[src/rtl/fseq_pkg.sv]
package fseq_pkg;

    localparam int DW = 16;
    localparam int STEPW = 3;
    localparam logic [14:0] KEY_HI = 15'h5555;
    localparam logic [14:0] KEY_LO = 15'h2AAA;

    typedef enum logic [1:0] {
        OP_PROG = 2'd0,
        OP_SECT = 2'd1,
        OP_BLK  = 2'd2,
        OP_CHIP = 2'd3
    } fop_e;

    typedef enum logic [1:0] {
        WM_TOGGLE = 2'd0,
        WM_DATA   = 2'd1,
        WM_TIMER  = 2'd2,
        WM_TIMER2 = 2'd3
    } wmode_e;

    typedef enum logic [3:0] {
        S_IDLE, S_WR, S_TMR,
        S_PA, S_PAC, S_PB, S_PBC,
        S_CA, S_CAC, S_CB, S_CBC,
        S_FIN
    } fstate_e;

    typedef struct packed {
        fop_e          op;
        wmode_e        mode;
        logic [DW-1:0] data;
    } job_t;

    function automatic logic [STEPW-1:0] last_step(fop_e op);
        return (op == OP_PROG) ? STEPW'(3) : STEPW'(5);
    endfunction

    function automatic logic [7:0] final_code(fop_e op);
        case (op)
            OP_SECT: return 8'h30;
            OP_BLK:  return 8'h50;
            OP_CHIP: return 8'h10;
            default: return 8'hA0;
        endcase
    endfunction

    function automatic logic [DW-1:0] expect_word(job_t j);
        return (j.op == OP_PROG) ? j.data : {DW{1'b1}};
    endfunction

endpackage

[src/rtl/fseq_cmd_gen.sv]
module fseq_cmd_gen
    import fseq_pkg::*;
#(
    parameter int AW = 20
) (
    input  fop_e               op,
    input  logic [STEPW-1:0]   step,
    input  logic [AW-1:0]      tgt,
    input  logic [DW-1:0]      wdat,
    output logic [AW-1:0]      wr_addr,
    output logic [DW-1:0]      wr_data,
    output logic               last
);
    localparam int PADW = AW - 15;

    logic [AW-1:0] hi_a, lo_a;
    assign hi_a = {{PADW{1'b0}}, KEY_HI};
    assign lo_a = {{PADW{1'b0}}, KEY_LO};
    assign last = (step == last_step(op));

    always_comb begin
        wr_addr = '0;
        wr_data = '0;
        case (step)
            3'd0: begin wr_addr = hi_a; wr_data = 16'h00AA; end
            3'd1: begin wr_addr = lo_a; wr_data = 16'h0055; end
            3'd2: begin
                wr_addr = hi_a;
                wr_data = (op == OP_PROG) ? 16'h00A0 : 16'h0080;
            end
            3'd3: begin
                if (op == OP_PROG) begin
                    wr_addr = tgt;
                    wr_data = wdat;
                end else begin
                    wr_addr = hi_a;
                    wr_data = 16'h00AA;
                end
            end
            3'd4: begin wr_addr = lo_a; wr_data = 16'h0055; end
            3'd5: begin
                wr_addr = (op == OP_CHIP) ? hi_a : tgt;
                wr_data = {8'h00, final_code(op)};
            end
            default: begin wr_addr = '0; wr_data = '0; end
        endcase
    end
endmodule

[src/rtl/fseq_timer.sv]
module fseq_timer #(
    parameter int CW = 32
) (
    input  logic          clk,
    input  logic          rst,
    input  logic          clear,
    input  logic          start,
    input  logic [CW-1:0] limit,
    output logic          expired
);
    logic [CW-1:0] cnt;
    logic          running;

    always_ff @(posedge clk) begin
        if (rst || clear) begin
            cnt     <= '0;
            running <= 1'b0;
        end else if (start) begin
            cnt     <= CW'(1);
            running <= 1'b1;
        end else if (running && cnt < limit) begin
            cnt <= cnt + CW'(1);
        end
    end

    assign expired = running && (cnt >= limit);


    expire_hold_chk: assert property (@(posedge clk) disable iff (rst)
        expired && !clear && !start |=> expired);
endmodule

[src/rtl/fseq_status_eval.sv]
module fseq_status_eval
    import fseq_pkg::*;
(
    input  logic          use_toggle,
    input  logic [DW-1:0] prev_word,
    input  logic [DW-1:0] cur_word,
    input  logic [DW-1:0] exp_word,
    output logic          settled,
    output logic          word_ok
);
    always_comb begin
        if (use_toggle) settled = (cur_word[6] == prev_word[6]);
        else            settled = (cur_word[7] == exp_word[7]);
        word_ok = (cur_word == exp_word);
    end
endmodule

[src/rtl/fseq_top.sv]
module fseq_top
    import fseq_pkg::*;
#(
    parameter int AW        = 20,
    parameter int CW        = 32,
    parameter int PROG_CYC  = 2000,
    parameter int ERASE_CYC = 2500000,
    parameter int CHIP_CYC  = 10000000
) (
    input  logic          clk,
    input  logic          rst,
    input  logic          req_valid,
    output logic          req_ready,
    input  logic [1:0]    req_op,
    input  logic [1:0]    req_mode,
    input  logic [AW-1:0] req_addr,
    input  logic [15:0]   req_data,
    output logic          bus_en,
    output logic          bus_we,
    output logic [AW-1:0] bus_addr,
    output logic [15:0]   bus_wdata,
    input  logic [15:0]   bus_rdata,
    output logic          done,
    output logic          err
);
    fstate_e          state;
    job_t             job;
    logic [AW-1:0]    tgt_q;
    logic [STEPW-1:0] step_q;
    logic [DW-1:0]    first_q;
    logic             ok1_q;
    logic             err_q;

    logic [AW-1:0]    cmd_addr;
    logic [DW-1:0]    cmd_data;
    logic             cmd_last;
    logic             tmr_exp;
    logic [CW-1:0]    limit;
    logic             settled, word_ok;
    logic             timer_mode;
    logic [DW-1:0]    exp_word;

    assign timer_mode = job.mode[1];
    assign exp_word   = expect_word(job);

    always_comb begin
        case (job.op)
            OP_PROG: limit = CW'(PROG_CYC);
            OP_CHIP: limit = CW'(CHIP_CYC);
            default: limit = CW'(ERASE_CYC);
        endcase
    end

    fseq_cmd_gen #(.AW(AW)) i_cmd (
        .op(job.op), .step(step_q), .tgt(tgt_q), .wdat(job.data),
        .wr_addr(cmd_addr), .wr_data(cmd_data), .last(cmd_last)
    );

    fseq_timer #(.CW(CW)) i_tmr (
        .clk(clk), .rst(rst),
        .clear(state == S_IDLE),
        .start(state == S_WR && cmd_last),
        .limit(limit),
        .expired(tmr_exp)
    );

    fseq_status_eval i_eval (
        .use_toggle(state == S_PBC),
        .prev_word(first_q),
        .cur_word(bus_rdata),
        .exp_word(exp_word),
        .settled(settled),
        .word_ok(word_ok)
    );

    always_ff @(posedge clk) begin
        if (rst) begin
            state   <= S_IDLE;
            job     <= '0;
            tgt_q   <= '0;
            step_q  <= '0;
            first_q <= '0;
            ok1_q   <= 1'b0;
            err_q   <= 1'b0;
        end else begin
            case (state)
                S_IDLE: if (req_valid) begin
                    job    <= '{op: fop_e'(req_op), mode: wmode_e'(req_mode), data: req_data};
                    tgt_q  <= req_addr;
                    step_q <= '0;
                    err_q  <= 1'b0;
                    state  <= S_WR;
                end
                S_WR: begin
                    step_q <= step_q + STEPW'(1);
                    if (cmd_last) state <= timer_mode ? S_TMR : S_PA;
                end
                S_TMR: if (tmr_exp) state <= S_FIN;
                S_PA: state <= S_PAC;
                S_PAC: begin
                    if (tmr_exp) begin
                        err_q <= 1'b1;
                        state <= S_FIN;
                    end else if (job.mode == WM_TOGGLE) begin
                        first_q <= bus_rdata;
                        state   <= S_PB;
                    end else begin
                        state <= settled ? S_CA : S_PA;
                    end
                end
                S_PB: state <= S_PBC;
                S_PBC: begin
                    if (tmr_exp) begin
                        err_q <= 1'b1;
                        state <= S_FIN;
                    end else begin
                        state <= settled ? S_CA : S_PA;
                    end
                end
                S_CA:  state <= S_CAC;
                S_CAC: begin
                    ok1_q <= word_ok;
                    state <= S_CB;
                end
                S_CB:  state <= S_CBC;
                S_CBC: begin
                    err_q <= !(ok1_q && word_ok);
                    state <= S_FIN;
                end
                S_FIN:   state <= S_IDLE;
                default: state <= S_IDLE;
            endcase
        end
    end

    assign req_ready = (state == S_IDLE);
    assign bus_we    = (state == S_WR);
    assign bus_en    = (state == S_WR) || (state == S_PA) || (state == S_PB) ||
                       (state == S_CA) || (state == S_CB);
    assign bus_addr  = bus_we ? cmd_addr : tgt_q;
    assign bus_wdata = bus_we ? cmd_data : '0;
    assign done      = (state == S_FIN);
    assign err       = done && err_q;


    done_pulse_chk: assert property (@(posedge clk) disable iff (rst)
        done |=> !done);

    err_with_done_chk: assert property (@(posedge clk) disable iff (rst)
        err |-> done);

    ready_after_done_chk: assert property (@(posedge clk) disable iff (rst)
        done |=> req_ready);

    ready_quiet_chk: assert property (@(posedge clk) disable iff (rst)
        req_ready |-> !bus_en);

    accept_first_write_chk: assert property (@(posedge clk) disable iff (rst)
        req_valid && req_ready |=> bus_en && bus_we && bus_wdata == 16'h00AA);
endmodule

[config.mk]
export PLATFORM = sky130hd
export DESIGN_NAME = fseq_top
export DESIGN_NICKNAME = d
export VERILOG_FILES = /design/src/rtl/fseq_pkg.sv /design/src/rtl/fseq_cmd_gen.sv /design/src/rtl/fseq_timer.sv /design/src/rtl/fseq_status_eval.sv /design/src/rtl/fseq_top.sv
export SDC_FILE = /design/constraint.sdc
export NUM_CORES = 1
export LEC_CHECK = 0
export ABC_AREA = 1
export ABC_CLOCK_PERIOD_IN_PS = 3100
export BUFFER_PORTS_ARGS = -buffer_cell sky130_fd_sc_hd__buf_2
export CORE_MARGIN = 2
export CORE_UTILIZATION = 45
export DETAILED_ROUTE_END_ITERATION = 7
export MAX_ROUTING_LAYER = met4
export PLACE_DENSITY = 0.67
export SYNTH_ARGS = -nofsm -noshare
export SYNTH_HDL_FRONTEND = slang
export SYNTH_SLANG_ARGS = --single-unit
[constraint.sdc]
create_clock -name clk -period 3.1 [get_ports clk]
set_clock_uncertainty 0.05 [all_clocks]
set_input_delay 0.62 -clock clk [delete_from_list [all_inputs] [get_ports clk]]
set_output_delay 0.62 -clock clk [all_outputs]
set_load 0.005 [all_outputs]
# Yosys cells after proc, flatten, opt, wreduce, memory -nomap -nowiden
# Index checks and enable logic that the tools add are counted.
[totals] reg_bits=89 inputBits=59 out_inout_bits=41 elab_cells=100
[op_classes] addsub=2 n_lt_le_gt_ge=2 n_eq_ne=27 n_mux=29 n_bitwise=1 n_reduce_logical=27
[op_table] op="one-hot mux 16 bit (5 select lines)" count=1
[op_table] op="one-hot mux 20 bit (4 select lines)" count=1
[op_table] op="two-way mux 20 bit" count=3
[op_table] op="two-way mux 16 bit" count=3
[op_table] op="one-hot mux 24 bit (2 select lines)" count=1
[op_table] op="one-hot mux 4 bit (11 select lines)" count=1
[op_table] op="adder 32 x 1 -> 32 bit, second input constant" count=1
[op_table] op=">= comparator 32 x 24 -> 1 bit" count=1
[op_table] op="< comparator 32 x 24 -> 1 bit" count=1
[op_table] op="one-hot mux 8 bit (3 select lines)" count=1
[op_table] op="two-way mux 4 bit" count=5
[op_table] op="equality test 16 bit" count=1
[op_table] op="equality test 4 x 3 -> 1 bit, second input constant" count=4
[op_table] op="equality test 4 bit, second input constant" count=4
[op_table] op="two-way mux 3 bit" count=4
[op_table] op="AND reduction 3 bit" count=3
[op_table] op="equality test 4 x 2 -> 1 bit, second input constant" count=2
[op_table] op="OR reduction 2 bit" count=4
[op_table] op="equality test 3 x 2 -> 1 bit, second input constant" count=2
[op_table] op="equality test 3 bit, second input constant" count=2
[op_table] op="two-way mux 1 bit" count=6
[op_table] op="two-way mux 6 bit" count=1
[op_table] op="inequality test 2 x 1 -> 1 bit, second input constant" count=3
[op_table] op="one-hot mux 3 bit (2 select lines)" count=1
[op_table] op="19 further kinds" count=32

# Logic depth before layout (Yosys ltp)
# Gate-level depths: netlist of run 1.
[logic_depth] ltp_word=8 depth_mapped=20

# By module
# From an unflattened synthesis of run 1, not the netlist that was laid out.
[hier_totals] hier_cells=1121 hier_area_um2=6975.4
[by_module_without_submodules] module="fseq_top" instances=1 cells_each=441 area_per_inst_um2=3067.9 seq_area_each_um2=1301.2
[by_module_without_submodules] module="fseq_timer" instances=1 cells_each=441 area_per_inst_um2=2819.0 seq_area_each_um2=660.6
[by_module_without_submodules] module="fseq_cmd_gen" instances=1 cells_each=182 area_per_inst_um2=807.0 seq_area_each_um2=0.0
[by_module_without_submodules] module="fseq_status_eval" instances=1 cells_each=57 area_per_inst_um2=281.5 seq_area_each_um2=0.0

# Worst setup path after synthesis of run 1
# No wires, ideal clock.
[synth_timing] path_kind="reg-to-reg" from="register job[18] in the netlist's numbering" to="register i_tmr.cnt[6]" setup_ns=0.113 arrival_ns=2.180 required_ns=2.937 slack_ns=0.758 stages_incl_launch_ff=20 n_path_buf=1 synth_period_minus_slack_ns=2.342 cell_sequence="dfxtp_1 > inv_1 > ha_1 > buf_4 > clkinv_1 > ha_1 > nand2_1 > inv_1 > nand2_1 > nand2_1 > nand2_1 > nand3_1 > nand2_1 > nand3_4 > inv_4 > nand3b_1 > nor2_1 > nand2_1 > nand2_1 > nor2_1"
[synth_via] elab_chain_cells=5 elab_cells_between_ends=9 classes_between="order compare (1); eq/ne (2); mux (2); reduce/logical (4)"
[synth_lines] item="from (decl)" line_no="fseq_top.sv:27" rtl="job_t job;"
[synth_lines] item="from (signal assigned)" line_no="fseq_top.sv:88" rtl="job <= '{op: fop_e'(req_op), mode: wmode_e'(req_mode), data: req_data};"
[synth_lines] item="branches (longest 5 deep; another with < comparator 32 x 24 -> 1 bit)"
[synth_lines] item="to (signal assigned)" line_no="fseq_timer.sv:22" rtl="cnt <= cnt + CW'(1);"
[synth_lines] item="to (decl)" line_no="fseq_timer.sv:11" rtl="logic [CW-1:0] cnt;"
# Parallel ways; which one is timed is not known.
# A chain may end at the register's enable or synchronous reset.

# Worst setup path after layout of run 1
[layout_timing] from="register step_q[0]" to="output port bus_addr[4]"
[layout_via] elab_chain_cells=4 elab_cells_between_ends=10 classes_between="eq/ne (5); mux (2); reduce/logical (3)"
[layout_lines] item="from (decl)" line_no="fseq_top.sv:29" rtl="logic [STEPW-1:0] step_q;"
[layout_lines] item="from (signal assigned)" line_no="fseq_top.sv:95" rtl="step_q <= step_q + STEPW'(1);"
[layout_lines] item="equality test 3 x 1 -> 1 bit, or another cell as far along" line_no="fseq_cmd_gen.sv:24" rtl="case (step)"
[layout_lines] item="OR reduction 2 bit (no line)"
[layout_lines] item="one-hot mux 20 bit (4 select lines) (*)" line_no="fseq_cmd_gen.sv:24"
[layout_lines] item="two-way mux 20 bit (*)" line_no="fseq_top.sv:140" rtl="assign bus_addr = bus_we ? cmd_addr : tgt_q;"
[layout_lines] item="to (decl)" line_no="fseq_top.sv:20" rtl="output logic [AW-1:0] bus_addr,"
# Mark *: on every way between the ends. The rest lies on a longest branch, timed or not.

==> metrics.yaml, run 1 <==
worst_setup_path:
  worstPathArrival_ns: 2.22
  worstReg2RegEnd: "i_tmr.cnt[6]"
  rr_worst_depth: 16
  slowest_delay_ns: 0.48
  start_kind: "register"
  r2r_slack_ns: 0.24
  crit_slowest_cell: "nor2_1"
  r2r_start: "job[18]"
  crit_path_end: "bus_addr[4]"
  endpoint_kind: "primary output"
  cp-startpoint: "step_q[0]"
  crit_type: "register to primary output"
  required_ns: 2.43
  path_max_fanout: 9
  crit_chain: "inv_1 > ha_1 > inv_1 > nor2_1 > nor2_1 > nand3_1 > nand2_1 > o21ai_0 > buf_2"
synthesis:
  async_flop_share: 0
  syn_avg_cell_area_um2: 6.65
  synth.most_common_cell: "nand2_1"
  synth.distinct_cells: 42
  synth_area_leader_cell: "dfxtp_1"
  netlist.area_leader.share: 0.331
  synth_nets: 840
  syn_inst: 754
  synth_top_flop_cell: "dfxtp_1"
  synth_common_cells: "nand2_1, inv_1, o21ai_0"
  seq_area_frac_synth: 0.331
  synth_edf_count: 0
  yosysWarnings: 0
  synth_seq_cells: 83
  synth_area_mm2: 0.00501
  synth_area_leaders: "dfxtp_1, nand2_1, o21ai_0, inv_1, a21oi_1"
cts:
  cts_resized: 0
  cts-hold-fix-buffers: 0
  clk_path_buf_depth: 2
  cts_made_buffers: 9
  postCtsSetupBuffers: 0
  h-tree-depth: 3
  clock_sinks: 83
  cts_root_buf: "clkbuf_8"
  clkTransAtPathRegs_ns: 0.08
  clock_latency_ns: 0.37
  cts_tree: "done"
cells_and_area:
  final_nets: 933
  n_fill_cell: 1074
  syn2layout_area_growth_pct: 16.3
  register_area_mm2: 0.00166
  multiInputGateArea_mm2: 0.00280
  fin_util: 0.538
  antenna_cells: 0
  drive_gt1_frac: 0.168
timing:
  fmax_ghz: 0.346
  hold_ws_ns: 0.378
  setup_viol: 0
  rsz0062_at_grt: "no"
  min_period_ns: 2.89
  drv_slew: 0
  finalHoldViolCount: 0
  slew_headroom: 0.434
  worst_pin_slew_ns: 0.848
  finalSetupTns_ns: 0
  finalCritPeriodShare: 0.931
power:
  p_leak_uw: 0.00262
  p_per_area_mw_per_mm2: 767
  ir_worst_vdd_v: 0.000484
global_routing:
  grt_pass1_vias: 4762
  track_usage: 0.238
  grt_pass1_wl_um: 21900
  grt_max_degree: 59
  antenna_found_initial: 0
  grt_overflow: 0
floorplanning:
  rows: 38
  pin_count: 100
  start_util: 0.463
  chipHeight_um: 110
  dieArea_mm2: 0.0120
  placeableCoreArea_mm2: 0.0108
  die_w_um: 110
route:
  via_count: 5096
  drc_errors: 0
  wl_um: 13200
  ant_nets: 0
  wl_per_cell_um: 13.3
  viasPerCell: 5.14
  first_pass_iters: 5
  drt-initial-drc-count: 311
placement:
  io_buffer_count: 99
  hpwl_um: 9980
  gp_congestion: 0.931
job:
  max-cap-violations: 0
status:
  status: "complete, no violations"
worst_hold_path:
  hold_path_class: "register to register"
## critical path: cells and delay by family, from the launching register on
| kind | cells | cell delay (ns) |
|---|---|---|
| compound gates | 1 | 0.08 |
| fa+ha+maj | 1 | 0.21 |
| buf+inv | 3 | 0.32 |
| flops | 1 | 0.41 |
| simple gates | 4 | 0.81 |
## cell families (layout without fill, tap and decap cells)
family | count (synthesis) | after routing | synth area share
buffers and inverters | 141 | 238 | 0.112
AOI/OAI and AO/OA | 177 | 177 | 0.185
adders and majority gates | 27 | 27 | 0.0674
xor gates and xnor gates | 24 | 24 | 0.0419
and+or+nand+nor | 302 | 302 | 0.263
DFF | 83 | 83 | 0.331
## how the worst min path moves through the flow
stage	startpoint	cells past startpoint	end	slack [ns]
after floorplan	i_tmr.cnt[25]	2	i_tmr.cnt[25]	0.36
after global routing	i_tmr.cnt[30]	2	i_tmr.cnt[30]	0.41
final	i_tmr.cnt[30]	2	i_tmr.cnt[30]	0.38
after CTS	i_tmr.cnt[25]	2	i_tmr.cnt[25]	0.38
after global placement	i_tmr.cnt[31]	2	i_tmr.cnt[31]	0.36
after detailed placement	i_tmr.cnt[30]	2	i_tmr.cnt[30]	0.37
## metal layers
metal | vias up | share of wire | global-route usage
met1 | 2301 | 0.47 | 0.319
met4 | 0 | 0.018 | 0.0823
li1 | 2625 | - | -
met5 | - | 0 | -
met2 | 147 | 0.45 | 0.356
met3 | 23 | 0.068 | 0.0486
## sequential cells by signal, summed over array words and instances (netlist names)
register / cells
i_tmr.running: 1
state: 4
err_q: 1
step_q: 3
i_tmr.cnt: 32
tgt_q: 20
job: 20
first_q: 1
ok1_q: 1
## report_power, final
group	internal (uW)	leakage, uW	total, uW	switching [uW]
Combinational	824	0.00184	2250	1430
Clock	412	0.0000995	800	388
Sequential	1300	0.000678	1420	124
## area by class of cell
cell class,count,share of cell area
Inverter,114,0.0746
Multi-Input combinational cell,530,0.479
Tap cell,140,0.0300
Timing Repair Buffer,109,0.0978
Clock inverter,2,0.00601
Sequential cell,83,0.285
Clock buffer,13,0.0272
## metrics by stage
step	instance area, um2	cells	power (uW)	worst slack (ns)
after global routing	5830	991	4910	0.00143
after detailed placement	5630	976	3690	0.229
after CTS	5830	991	4500	0.177
after global placement	5630	976	3640	0.373
final	5830	991	4470	0.213
after floorplan	5010	754	3020	0.758
## cell usage in the layout (no fill, tap or decap), types with 11 or more instances in the layout
cell type,netlist,layout
xor2_1,14,14
o21ai_0,90,90
nand2_1,132,132
dfxtp_1,83,83
a21oi_1,73,73
nor2_1,87,87
clkbuf_8,0,11
inv_1,108,108
buf_2,10,99
ha_1,27,26
nor3_1,21,21
nand3_1,29,29
(Power assumes the default switching activity.)
==> inputs of run 2 (changes only) <==
--- a/config.mk
+++ b/config.mk
@@ -8,6 +8,7 @@
 export ABC_AREA = 1
 export ABC_CLOCK_PERIOD_IN_PS = 3100
 export BUFFER_PORTS_ARGS = -buffer_cell sky130_fd_sc_hd__buf_2
+export CORE_ASPECT_RATIO = 0.6
 export CORE_MARGIN = 2
 export CORE_UTILIZATION = 45
 export DETAILED_ROUTE_END_ITERATION = 7
==> run 2 against run 1 <==
Compared with the run above: combinational power barely moved; total power rose by 6.6%; clock power rose by 32%; fmax rose by 0.13%; worst setup slack improved by 0.0036 ns; non-clock buffer count rose by 1; count of clock-buffer cells in the layout fell by 4; final cell count rose by 0.10%; critical path depth rose by 9.
==> metrics.yaml, run 2 (synthesis gave the netlist of run 1 again) <==
status:
  status: "complete, no violations"
floorplanning:
  pin_count: 100
  die_w_um: 140
  dieArea_mm2: 0.0120
  rows: 29
  placeableCoreArea_mm2: 0.0107
  start_util: 0.468
  chipHeight_um: 85.8
placement:
  dp_slack_ns: 0.297
  hpwl_um: 10900
  io_buffer_count: 99
  gp_congestion: 0.926
  placedCellCount: 976
timing:
  finalSetupTns_ns: 0
  min_period_ns: 2.88
  fmax_ghz: 0.347
  drv_slew: 0
  rsz0062_at_grt: "no"
  setup_viol: 0
  worst_slack_ns: 0.217
  slew_headroom: 0.502
  finalCritPeriodShare: 0.930
  finalHoldViolCount: 0
  worst_pin_slew_ns: 0.747
  hold_ws_ns: 0.378
cts:
  clock_sinks: 83
  clk_path_buf_depth: 2
  cts-hold-fix-buffers: 0
  clock_latency_ns: 0.34
  cts_tree: "done"
  h-tree-depth: 3
  cts_root_buf: "clkbuf_16"
  cts_made_buffers: 9
  clkTransAtPathRegs_ns: 0.06
cells_and_area:
  largest_reg_flops: 32
  drive_gt1_frac: 0.172
  antenna_cells: 0
  final_cell_mix: "nand2_1, inv_1, buf_2, o21ai_0, nor2_1"
  syn2layout_area_growth_pct: 18.3
  reg_top3: "i_tmr.cnt x32, job x20, tgt_q x20"
  final_nets: 934
  regMostFlops: "i_tmr.cnt"
  final_common_cell: "nand2_1"
  stdcell_count: 992
route:
  via_count: 5166
  first_pass_iters: 5
  viasPerCell: 5.21
  wl_um: 14000
  drt-initial-drc-count: 312
  wl_per_cell_um: 14.1
  drc_errors: 0
  ant_nets: 0
worst_setup_path:
  start_kind: "register"
  path_max_fanout: 18
  path_delay_family: "simple AND/OR/NAND/NOR gates"
  r2r_start: "job[18]"
  crit_slowest_cell: "dfxtp_1"
  crit_top_cell: "nand2_1"
  required_ns: 3.29
  worstPathArrival_ns: 3.07
  endpoint_kind: "register"
  crit_type: "register to register"
  worstReg2RegEnd: "i_tmr.cnt[6]"
  r2r_slack_ns: 0.22
  slowest_delay_ns: 0.39
  crit_chain: "inv_1 > ha_1 > inv_1 > ha_1 > nand2_1 > inv_1 > nand2_1 > inv_1 > nand2_1 > nand3_1 > nand2_1 > nand3_4 > inv_4 > nand3b_1 > nor2_1 > nand2_1 > nand2_1 > nor2_1"
  cp-startpoint: "job[18]"
  path_buf_inv: 5
  rr_worst_depth: 18
power:
  seq_power_share: 0.299
  p_per_area_mw_per_mm2: 804
  p_leak_uw: 0.00267
  ir_worst_vdd_v: 0.000424
  p_sw_uw: 2030
  p_clk_frac: 0.222
  finalPower_uw: 4770
  combPwrFrac: 0.479
  swShare: 0.425
  intPower_uw: 2740
worst_hold_path:
  hold_start: "i_tmr.cnt[30]"
  min_path_cells: 2
  hold_path_class: "register to register"
  whs_endpoint: "i_tmr.cnt[30]"
global_routing:
  grt_max_degree: 53
  grt_pass1_wl_um: 23000
  grt_overflow: 0
  antenna_found_initial: 0
  track_usage: 0.245
  grt_pass1_vias: 4788
job:
  max-cap-violations: 0
## run 2: how the worst max path moves through the flow
stage / slack (ns) / endpoint / depth (start not counted)
finish: 0.22 / i_tmr.cnt[6] / 18
global route: 0.0003 / bus_addr[4] / 9
CTS: 0.24 / bus_addr[7] / 8
detailed placement: 0.30 / i_tmr.cnt[6] / 18
global placement: 0.48 / i_tmr.cnt[6] / 14
floorplan: 0.76 / i_tmr.cnt[6] / 19
## run 2: layout make-up
type | count | area, um2
sequential | 83 | 1660
fill | 1031 | 4770
inverter | 114 | 430
tap | 139 | 174
timing repair buffer | 110 | 578
multi-input combinational | 530 | 2800
clock buffer | 9 | 225
clock inverter | 7 | 68.8
## run 2: tightest hold or removal path: cells and delay by family (launching register included)
kind                   cells  cell delay (ns)
and+or+nand+nor            1             0.03
DFF                        1             0.31
buffers and inverters      1             0.05
## run 2: what timing repair did
item,in CTS,in global routing
endpoints found under the setup margin,0,3
resized for setup,0,1
setup buffers,0,0
## run 2: stage by stage
step	cell area, um2	utilization
after floorplan	5010	-
after global placement	5640	0.527
after detailed placement	5640	0.527
after CTS	5930	0.554
after global routing	5930	0.554
final	5930	0.554
## run 2: routing by layer
layer,track usage,wire [um],vias up
met5,-,0,-
met4,0.0652,173,0
met3,0.0659,1120,20
met2,0.341,5630,204
met1,0.348,7090,2313
li1,-,-,2629
## run 2: power by group through the flow
stage | combinational (uW) | clock [uW] | sequential (uW)
floorplan | 1620 | 0 | 1400
global placement | 2220 | 0 | 1440
detailed placement | 2260 | 0 | 1450
CTS | 2280 | 1090 | 1420
global route | 2610 | 1120 | 1460
finish | 2280 | 1060 | 1430
==> inputs of run 3 (changes only) <==
--- a/config.mk
+++ b/config.mk
@@ -13,7 +13,8 @@
 export CORE_UTILIZATION = 45
 export DETAILED_ROUTE_END_ITERATION = 7
 export MAX_ROUTING_LAYER = met4
-export PLACE_DENSITY = 0.67
+export PLACE_DENSITY = 0.65
 export SYNTH_ARGS = -nofsm -noshare
 export SYNTH_HDL_FRONTEND = slang
+export SYNTH_HIERARCHICAL = 1
 export SYNTH_SLANG_ARGS = --single-unit
==> run 3 against run 2 <==
Compared with the run above: fmax is 1.6% higher; routed wire length increased by 28%; critical path depth shrank 11; worst setup slack better by 0.044 ns; sequential power hardly changed; count of clock-buffer cells in the layout is 1 higher; non-clock buffer count increased by 1; largest power group unchanged; synthesized cell count increased by 41%; final cell count up 36%; critical endpoint is now bus_addr[13].
==> metrics.yaml, run 3 <==
power:
  p_per_area_mw_per_mm2: 706
  p_leak_uw: 0.00347
  ir_worst_vdd_v: 0.000671
  finalPower_uw: 5250
cts:
  clk_path_buf_depth: 2
  cts-hold-fix-buffers: 0
  clkTransAtPathRegs_ns: 0.07
  h-tree-depth: 3
  cts_root_buf: "clkbuf_16"
  clock_sinks: 83
  cts_made_buffers: 9
  cts_resized: 0
  cts_tree: "done"
  postCtsSetupBuffers: 0
  clock_latency_ns: 0.34
timing:
  slew_headroom: 0.515
  rsz0062_at_grt: "no"
  drv_slew: 0
  finalCritPeriodShare: 0.916
  setup_viol: 0
  finalSetupTns_ns: 0
  worst_pin_slew_ns: 0.726
  worst_slack_ns: 0.261
  fmax_ghz: 0.352
  finalHoldViolCount: 0
  min_period_ns: 2.84
placement:
  hpwl_um: 13600
  dp_slack_ns: 0.275
  gp_congestion: 1.01
  io_buffer_count: 99
  place_area_mm2: 0.00707
cells_and_area:
  reg_top3: "i_tmr/cnt x32, job x20, tgt_q x20"
  register_area_mm2: 0.00166
  final_common_cell: "nand2_1"
  n_fill_cell: 1444
  drive_gt1_frac: 0.136
  regMostFlops: "i_tmr/cnt"
  syn2layout_area_growth_pct: 14.7
  final_cell_mix: "nand2_1, inv_1, nor2_1, buf_2, a21oi_1"
  multiInputGateArea_mm2: 0.00393
  largest_reg_flops: 32
  fin_area_mm2: 0.00744
  antenna_cells: 0
  final_nets: 1250
worst_setup_path:
  worstPathArrival_ns: 2.17
  required_ns: 2.43
  start_kind: "register"
  crit_type: "register to primary output"
  endpoint_kind: "primary output"
  path_max_fanout: 44
global_routing:
  grt_overflow: 0
  grt_pass1_vias: 5999
  grt_pass1_wl_um: 30400
  track_usage: 0.245
  antenna_found_initial: 0
  grt_max_degree: 46
floorplanning:
  die_w_um: 159
  chipHeight_um: 97.0
  pin_count: 100
  start_util: 0.468
  rows: 33
  dieArea_mm2: 0.0154
  placeableCoreArea_mm2: 0.0139
route:
  drt-initial-drc-count: 577
  wl_um: 18000
  drc_errors: 0
  via_count: 6631
  wl_per_cell_um: 13.3
  ant_nets: 0
  first_pass_iters: 5
  viasPerCell: 4.91
worst_hold_path:
  hold_path_class: "register to register"
synthesis:
  yosysWarnings: 6
  synth_area_mm2: 0.00649
  syn_avg_cell_area_um2: 6.11
  syn_inst: 1061
job:
  max-cap-violations: 0
status:
  status: "complete, no violations"
[run 3: metal layers]
layer	vias to the layer above	GRT usage	wire length (um)
met4	0	0.0427	110
met5	-	-	0
met2	222	0.320	6490
li1	3466	-	-
met3	15	0.0549	1430
met1	2928	0.378	9950
[run 3: final timing paths]
path	start	end	slack [ns]	depth (start not counted)
setup reg to reg	job[19]	first_q[6]	0.33	20
hold reg to reg	tgt_q[11]	tgt_q[11]	0.42	2
setup / recovery	state[0]	bus_addr[13]	0.26	7
hold / removal	tgt_q[11]	tgt_q[11]	0.42	2
[run 3: final cells by class]
class                           instances  share of cell area
Multi-Input combinational cell        776               0.528
Sequential cell                        83               0.223
Inverter                              172              0.0871
Timing Repair Buffer                  111              0.0804
Tap cell                              192              0.0323
Clock buffer                           10              0.0308
Clock inverter                          6              0.0183
[run 3: through the flow]
stage          hold WS [ns]   util  instances
2_1_floorplan         0.380      -       1077
3_3_place_gp          0.405  0.510       1334
3_5_place_dp          0.410  0.510       1334
4_1_cts               0.419  0.536       1350
5_1_grt               0.439  0.536       1350
6_report              0.415  0.536       1350
[run 3: worst max-delay path, stage by stage, from the launching register on]
cell     delay (ns)
dfxtp_1        0.40
inv_1          0.15
nor2_1         0.23
nand2_1        0.13
inv_2          0.51
nand2_1        0.11
o21ai_0        0.13
buf_2          0.16
[run 3: power by group]
part           switching [uW]  total (uW)  internal, uW
clock                     464        1340           873
sequential                134        1410          1280
combinational            1630        2510           873
